==> src/rtl/rit_pkg.sv <==
package rit_pkg;
  localparam int DATA_W = 8;
  localparam logic ADDR_CTRL   = 1'b0;
  localparam logic ADDR_RELOAD = 1'b1;

  typedef enum logic [1:0] {
    SEL_FAST  = 2'b00,
    SEL_SLOW  = 2'b01,
    SEL_RSV_A = 2'b10,
    SEL_RSV_B = 2'b11
  } clk_sel_e;

  function automatic logic sel_valid(input clk_sel_e s);
    return (s == SEL_FAST) || (s == SEL_SLOW);
  endfunction
endpackage

==> src/rtl/rit_prescaler.sv <==
module rit_prescaler #(
  parameter int PRE_DIV  = 32,
  parameter int SLOW_DIV = 8
) (
  input  logic clk,
  input  logic rst,
  input  logic en_i,
  input  logic slow_i,
  output logic tick_o
);
  localparam int PW = $clog2(PRE_DIV);
  localparam int SW = $clog2(SLOW_DIV);

  logic [SW-1:0] slow_q;
  logic [PW-1:0] pre_q;
  logic          base_tick;

  always_comb begin
    base_tick = !slow_i || (slow_q == SW'(SLOW_DIV - 1));
    tick_o    = en_i && base_tick && (pre_q == PW'(PRE_DIV - 1));
  end

  always_ff @(posedge clk) begin
    if (rst || !en_i) begin
      slow_q <= '0;
      pre_q  <= '0;
    end else begin
      if (slow_i)
        slow_q <= (slow_q == SW'(SLOW_DIV - 1)) ? '0 : slow_q + 1'b1;
      else
        slow_q <= '0;
      if (base_tick)
        pre_q <= (pre_q == PW'(PRE_DIV - 1)) ? '0 : pre_q + 1'b1;
    end
  end

  // prescaler restarts from zero after a stop
  assert_pre_cleared_R7: assert property (@(posedge clk) disable iff (rst)
    !en_i |=> (pre_q == '0 && slow_q == '0));
endmodule

==> src/rtl/rit_down_counter.sv <==
module rit_down_counter #(
  parameter int CNT_W = 6
) (
  input  logic             clk,
  input  logic             rst,
  input  logic             load_i,
  input  logic             tick_i,
  input  logic [CNT_W-1:0] reload_i,
  output logic             zero_tick_o
);
  logic [CNT_W-1:0] cnt_q;

  always_comb zero_tick_o = tick_i && !load_i && (cnt_q == '0);

  always_ff @(posedge clk) begin
    if (rst)
      cnt_q <= '0;
    else if (load_i)
      cnt_q <= reload_i;
    else if (tick_i)
      cnt_q <= (cnt_q == '0) ? reload_i : cnt_q - 1'b1;
  end

  // start edge captures the reload value
  assert_load_R2: assert property (@(posedge clk) disable iff (rst)
    load_i |=> (cnt_q == $past(reload_i)));
  // counter holds between ticks, also under reserved select
  assert_hold_R4: assert property (@(posedge clk) disable iff (rst)
    (!load_i && !tick_i) |=> $stable(cnt_q));
endmodule

==> src/rtl/refresh_interval_timer.sv <==
module refresh_interval_timer #(
  parameter int CNT_W    = 6,
  parameter int PRE_DIV  = 32,
  parameter int SLOW_DIV = 8
) (
  input  logic                       clk,
  input  logic                       rst,
  input  logic                       cfg_we,
  input  logic                       cfg_addr,
  input  logic [rit_pkg::DATA_W-1:0] cfg_wdata,
  input  logic                       ref_en,
  output logic                       ref_req
);
  import rit_pkg::*;

  logic             run_q;
  clk_sel_e         sel_q;
  logic [CNT_W-1:0] reload_q;
  logic             running;
  logic             load;
  logic             tick;
  logic             zero_tick;

  // control at address 0 (bit0 run, bits 2:1 select), reload at address 1
  always_ff @(posedge clk) begin
    if (rst) begin
      run_q    <= 1'b0;
      sel_q    <= SEL_FAST;
      reload_q <= '0;
    end else if (cfg_we) begin
      if (cfg_addr == ADDR_CTRL) begin
        run_q <= cfg_wdata[0];
        sel_q <= clk_sel_e'(cfg_wdata[2:1]);
      end else begin
        reload_q <= cfg_wdata[CNT_W-1:0];
      end
    end
  end

  always_comb begin
    load    = cfg_we && (cfg_addr == ADDR_CTRL) && cfg_wdata[0] && !run_q;
    running = run_q && sel_valid(sel_q);
  end

  rit_prescaler #(.PRE_DIV(PRE_DIV), .SLOW_DIV(SLOW_DIV)) u_pre (
    .clk    (clk),
    .rst    (rst),
    .en_i   (running),
    .slow_i (sel_q == SEL_SLOW),
    .tick_o (tick)
  );

  rit_down_counter #(.CNT_W(CNT_W)) u_cnt (
    .clk         (clk),
    .rst         (rst),
    .load_i      (load),
    .tick_i      (tick),
    .reload_i    (reload_q),
    .zero_tick_o (zero_tick)
  );

  always_ff @(posedge clk) begin
    if (rst) ref_req <= 1'b0;
    else     ref_req <= zero_tick && ref_en;
  end

  assert_req_one_cycle_R6: assert property (@(posedge clk) disable iff (rst)
    ref_req |=> !ref_req);
  assert_req_enables_R5: assert property (@(posedge clk) disable iff (rst)
    ref_req |-> $past(run_q && ref_en));
  assert_reserved_quiet_R4: assert property (@(posedge clk) disable iff (rst)
    !sel_valid(sel_q) |=> !ref_req);
  assert_stopped_quiet_R1: assert property (@(posedge clk) disable iff (rst)
    !run_q |=> !ref_req);
endmodule

==> config.mk <==
export PLATFORM = sky130hd
export DESIGN_NAME = refresh_interval_timer
export DESIGN_NICKNAME = d
export VERILOG_FILES = /design/src/rtl/rit_pkg.sv /design/src/rtl/rit_prescaler.sv /design/src/rtl/rit_down_counter.sv /design/src/rtl/refresh_interval_timer.sv
export SDC_FILE = /design/constraint.sdc
export NUM_CORES = 1
export LEC_CHECK = 0
export ABC_AREA = 1
export BUFFER_PORTS_ARGS = -buffer_cell sky130_fd_sc_hd__buf_4
export CAP_MARGIN = 0
export CORE_ASPECT_RATIO = 0.7
export CORE_UTILIZATION = 38
export DETAILED_ROUTE_END_ITERATION = 16
export PLACE_DENSITY = 0.53
export SLEW_MARGIN = 20
export SYNTH_ARGS = -nofsm -noshare
export SYNTH_HDL_FRONTEND = slang
export SYNTH_SLANG_ARGS = --single-unit
==> constraint.sdc <==
create_clock -name clk -period 1.8 [get_ports clk]
set_input_delay 0.36 -clock clk [delete_from_list [all_inputs] [get_ports clk]]
set_output_delay 0.36 -clock clk [all_outputs]
set_load 0.02 [all_outputs]
Yosys cells after proc, flatten, opt, wreduce, memory -nomap -nowiden
Cells that the tools add are included.
{"block": "word_totals", "regBits": 24, "latch_bits": 0, "mem_bits_rw": 0, "mem_bits_ro": 0, "in_bits": 13, "out_inout_bits": 1, "elab_cells": 41, "mem_count": 0}
{"block": "op_classes", "add_sub_neg": 3, "mul": 0, "div": 0, "magnitude_cmp": 0, "n_eq_ne": 3, "shifts": 0, "mux": 4, "bitwise": 2, "reduce_logical": 22}
{"cell": "6-bit 2-to-1 mux", "n": 3}
{"cell": "1-bit logical AND", "n": 9}
{"cell": "6-bit logical NOT", "n": 1}
{"cell": "6-bit by 1-bit subtractor with 6-bit output (second input constant)", "n": 1}
{"cell": "5-bit by 1-bit adder with 5-bit output (second input constant)", "n": 1}
{"cell": "5-bit equality test (second input constant)", "n": 1}
{"cell": "5-bit 2-to-1 mux", "n": 1}
{"cell": "1-bit logical NOT", "n": 4}
{"cell": "2-bit AND reduction", "n": 2}
{"cell": "3-bit by 1-bit adder with 3-bit output (second input constant)", "n": 1}
{"cell": "3-bit equality test (second input constant)", "n": 1}
{"cell": "1-bit logical OR", "n": 3}
{"cell": "3-bit OR reduction", "n": 1}
{"cell": "2-bit by 1-bit equality test with 1-bit output (second input constant)", "n": 1}
{"cell": "2-bit logical NOT", "n": 1}
{"cell": "1-bit NOT", "n": 2}
{"cell": "2-bit nonzero test", "n": 1}

Longest topological paths before layout
{"block": "depth", "depth_word": 8, "ltp_mapped": 10}

Cells and area by module
A second synthesis with hierarchy kept.
{"block": "hier_totals", "hier_cells": 167, "area_unflattened_um2": 1227.4}
{"module": "rit_down_counter", "instances": 1, "cells_per_inst": 60, "area_each_um2": 427.9, "seq_area_each_um2": 120.1}
{"module": "refresh_interval_timer", "instances": 1, "cells_per_inst": 54, "area_each_um2": 402.9, "seq_area_each_um2": 200.2}
{"module": "rit_prescaler", "instances": 1, "cells_per_inst": 53, "area_each_um2": 396.6, "seq_area_each_um2": 160.2}

Worst setup path after synthesis
Ideal clock, no wire load.
{"block": "synth_timing", "kind": "reg2reg", "start": "reg u_pre.slow_q[0]", "end": "reg u_cnt.cnt_q[0]", "setup_time_ps": 122, "t_arrival_ps": 1341, "t_required_ps": 1678, "path_slack_ps": 337, "stages_incl_launch_ff": 10, "path_buffers": 1, "synth_period_minus_slack_ps": 1463, "cell_sequence": "dfxtp_1 > ha_1 > ha_1 > nor2_4 > nand2_2 > nand3_2 > nand2_4 > buf_12 > o21ai_1 > a21oi_2"}
{"block": "synth_between", "elab_chain_cells": 5}
{"item": "start: declaration", "line_no": "rit_prescaler.sv:14", "rtl": "logic [SW-1:0] slow_q;"}
{"item": "start signal: assignment", "line_no": "rit_prescaler.sv:29", "rtl": "slow_q <= (slow_q == SW'(SLOW_DIV - 1)) ? '0 : slow_q + 1'b1;"}
{"item": "3-bit equality test", "line_no": "rit_prescaler.sv:19", "rtl": "base_tick = !slow_i || (slow_q == SW'(SLOW_DIV - 1));"}
{"item": "1-bit logical OR", "line_no": "rit_prescaler.sv:19"}
{"item": "1-bit logical AND (2 in a row)", "line_no": "rit_prescaler.sv:20", "rtl": "tick_o = en_i && base_tick && (pre_q == PW'(PRE_DIV - 1));"}
{"item": "2-bit nonzero test (no line)"}
{"item": "end signal: assignment", "line_no": "rit_down_counter.sv:19", "rtl": "cnt_q <= reload_i;"}
{"item": "end signal: assignment", "line_no": "rit_down_counter.sv:21", "rtl": "cnt_q <= (cnt_q == '0) ? reload_i : cnt_q - 1'b1;"}
{"item": "end: declaration", "line_no": "rit_down_counter.sv:11", "rtl": "logic [CNT_W-1:0] cnt_q;"}
Every way passes these cells.
A chain may end at the register's enable or synchronous reset.

Final worst setup path
{"block": "layout_timing", "start": "reg u_pre.pre_q[0]", "end": "reg u_cnt.cnt_q[5]"}
{"block": "layout_between", "elab_chain_cells": 3}
{"item": "start: declaration", "line_no": "rit_prescaler.sv:15", "rtl": "logic [PW-1:0] pre_q;"}
{"item": "start signal: assignment", "line_no": "rit_prescaler.sv:33", "rtl": "pre_q <= (pre_q == PW'(PRE_DIV - 1)) ? '0 : pre_q + 1'b1;"}
{"item": "5-bit equality test", "line_no": "rit_prescaler.sv:20"}
{"item": "1-bit logical AND", "line_no": "rit_prescaler.sv:20"}
{"item": "2-bit nonzero test (no line)"}
Every way passes these cells.

==> summary.md <==
| Metric | Value |
|---|---|
| Via count | `1,031` |
| Drt total wl | `2380 µm` |
| Vias per cell | `4.89` |
| H-tree level count | `1` |
| # setup viols final | `0` |
| Syn Std Cell Area | `1220 µm²` |
| Slew Limit Fails | `0` |
| Unique masters post-synth | `26` |
| Total power | `0.00123 W` |
| CP Capture Type | `flop` |
| Min-delay src | `rst` |
| Post-Syn Nets | `181` |
| Largest net degree at the start of global routing | `15` |
| Initial drt markers | `87` |
| # clock sinks | `24` |
| Max_cap viols | `0` |
| Final hold slack | `252 ps` |
| Lkg Pwr | `0.601 nW` |
| Layout net count | `195` |
| Root buf cell | `clkbuf_8` |
| Site Rows | `16` |
| Fin. Hold Viols | `0` |
| Vias in the first global route | `856` |
| Max stage delay on crit path | `370 ps` |
| Setup Skew | `8.42 ps` |
| Core Footprint | `2920 µm²` |
| Die Width | `69.8 µm` |
| Type of the worst min-delay path | `primary input to flop` |
| Syn avg cell area | `7.54 µm²` |
| Clock Path Buffers | `2` |
| PD cells | `883 nW/µm²` |
| TritonRoute pass-1 iters | `4` |
| Worst reg2reg setup slack | `170 ps` |
| Peak supply drop | `0.422 mV` |
| Reg2reg path depth | `10` |
| Fmax achieved | `613 MHz` |
| Period utilization | `90.7%` |
| Critical Path AT | `1850 ps` |
| Fraction of layout instances using a drive strength above 1 | `20.0%` |
| Top cell by count, worst path | `nand2_1` |
| Area post-placement | `1330 µm²` |
| Max-slew headroom | `80.5%` |
| Die height | `49.4 µm` |
| Aggregate global-route resource usage | `15.4%` |
| #FFs+latches synth | `24` |
| Final ANT Viol Nets | `0` |
| First-pass GRT wire length | `4070 µm` |
| Synth Instances | `162` |
| Register area share after synthesis | `39.3%` |
| Setup TNS | `0 ps` |
| Status | `finished clean` |
| Fin area | `1400 µm²` |
| I/O Buffers | `11` |
| Worst r2r dst | `u_cnt.cnt_q[5]` |
| Routed WL per cell | `11.3 µm` |
| HPWL Detailed | `1880 µm` |
| Worst-Margin Slew | `292 ps` |
| Placer Congestion | `0.840` |
| Remaining DRCs | `0` |
| Worst hold endpoint | `u_cnt.cnt_q[4]` |
| Ant diodes | `0` |
| Critical path type | `flop to flop` |
| Initial antenna violation count | `0` |
| Dpl cells | `207` |
| Synth Warn # | `0` |
| Hold Buf Count CTS | `0` |
| Initial Util | `41.8%` |
| CTS tree | `built` |
| WHS Path Cells | `2` |
| Die ar. | `3450 µm²` |
| Worst EP required | `2020 ps` |
| Clock transition at path regs | `90 ps` |
| Worst-path fanout max | `11` |
| Layout Cells excl Fill | `211` |
| CP max-delay cell | `dfxtp_1` |
| Minimum clock period | `1630 ps` |
| Cell Chain, Critical Path | `ha_1, inv_1, nor3_1, ha_1, nand3_2, nand2_4, nand2_1, nand2_1, nand2_1, nor2_1` |
| CTS resizes | `0` |
| Ports | `14` |
| Post-CTS Setup Bufs | `0` |
| Crit. Startpoint | `u_pre.pre_q[0]` |
| Startpoint type of the worst setup path | `flop` |
| Worst skew pair latency | `270 ps` |
| R2R Path Start | `u_pre.pre_q[0]` |
| Num CTS Buffers | `3` |
| Syn-to-layout area delta | `14.5%` |
| Total grt overflow | `0` |
| Unrepaired setup endpoints after global routing | `false` |
metrics by stage:
step	setup slack, ps	util (%)
6_report	168	47.9
5_1_grt	33.2	47.9
4_1_cts	150	47.9
3_5_place_dp	177	45.4
3_3_place_gp	206	45.4
2_1_floorplan	337	-
final cells by class:
class / instances / area, µm²
Sequential cell: 24 / 480
Fill cell: 308 / 1520
Clock inverter: 1 / 30.0
Tap cell: 36 / 45.0
Clock buffer: 3 / 41.3
Multi-Input combinational cell: 110 / 618
Timing Repair Buffer: 12 / 90.1
Inverter: 25 / 93.8
how the worst max path moves through the flow:
stage	slack, ps	cells after the start	end
after global placement	210	9	u_cnt.cnt_q[5]
after CTS	150	10	u_cnt.cnt_q[5]
after detailed placement	180	10	u_cnt.cnt_q[5]
after floorplan	340	9	u_cnt.cnt_q[0]
final	170	10	u_cnt.cnt_q[5]
after global routing	30	10	u_cnt.cnt_q[5]
routing by layer:
metal  GRT usage, %  vias to the layer above  routed length [µm]
met2           19.6                       21                 873
met4           4.00                        0                  22
li1               -                      550                   -
met3           5.17                        5                 114
met1           24.0                      455                1370
met5              0                        -                   0
cell usage in the layout, fill, tap and decap left out, drive strengths merged:
master  Yosys  layout
nand3      10      10
clkbuf      1       3
nor3        5       5
ha          6       6
or2         1       1
buf         2      12
nand2      28      28
dfxtp      24      24
nor2       19      19
bufinv      0       1
nor4        1       1
inv        25      25
nand3b      2       2
o21ai      18      18
a21oi      19      19
xor2        1       1
registers in the layout, summed over array words and instances, names as in the netlist:
register	cells
u_pre.pre_q	5
reload_q	6
sel_q	2
ref_req	1
u_cnt.cnt_q	6
u_pre.slow_q	3
run_q	1
critical path, delay by kind of cell, from the launching register on:
kind | cells | cell delay [ps]
adders and majority gates | 2 | 400
buffers and inverters | 1 | 60
DFF | 1 | 370
and+or+nand+nor | 7 | 740
kinds of logic (layout without fill, tap and decap cells):
group	after synthesis	after routing	share of synthesized area (%)
xor gates and xnor gates	1	1	0.717
and+or+nand+nor	66	66	27.4
AOI/OAI and AO/OA	37	37	16.4
DFF	24	24	39.3
buffers and inverters	28	41	10.0
adders and majority gates	6	6	6.15
power breakdown:
group	total [W]	switching (W)	leakage, nW	internal [W]
logic	0.000191	0.000119	0.370	0.0000720
registers	0.000564	0.0000120	0.196	0.000552
clock network	0.000481	0.000183	0.0357	0.000298
total	0.00123	0.000314	0.601	0.000921
Yosys cell counts:
library cell	count	area share [%]
or2_1	1	0.51
buf_12	1	1.6
nor2_4	2	1.8
nor4_1	1	0.51
a21oi_1	16	6.6
nand2_2	2	1.0
nand2_4	1	0.92
o21ai_1	6	2.5
a21oi_2	3	2.2
nand3_4	1	1.4
o21ai_0	11	4.5
clkbuf_1	1	0.31
nor3_1	5	2.0
nand2_1	25	7.7
xor2_1	1	0.72
dfxtp_1	24	39
nand3_1	7	2.9
nor2_2	2	1.0
inv_2	5	1.5
nand3b_1	2	1.2
inv_1	20	6.1
o21ai_2	1	0.72
ha_1	6	6.1
nor2_1	15	4.6
buf_2	1	0.41
nand3_2	2	1.6
Power figures use the tool's default switching activity.
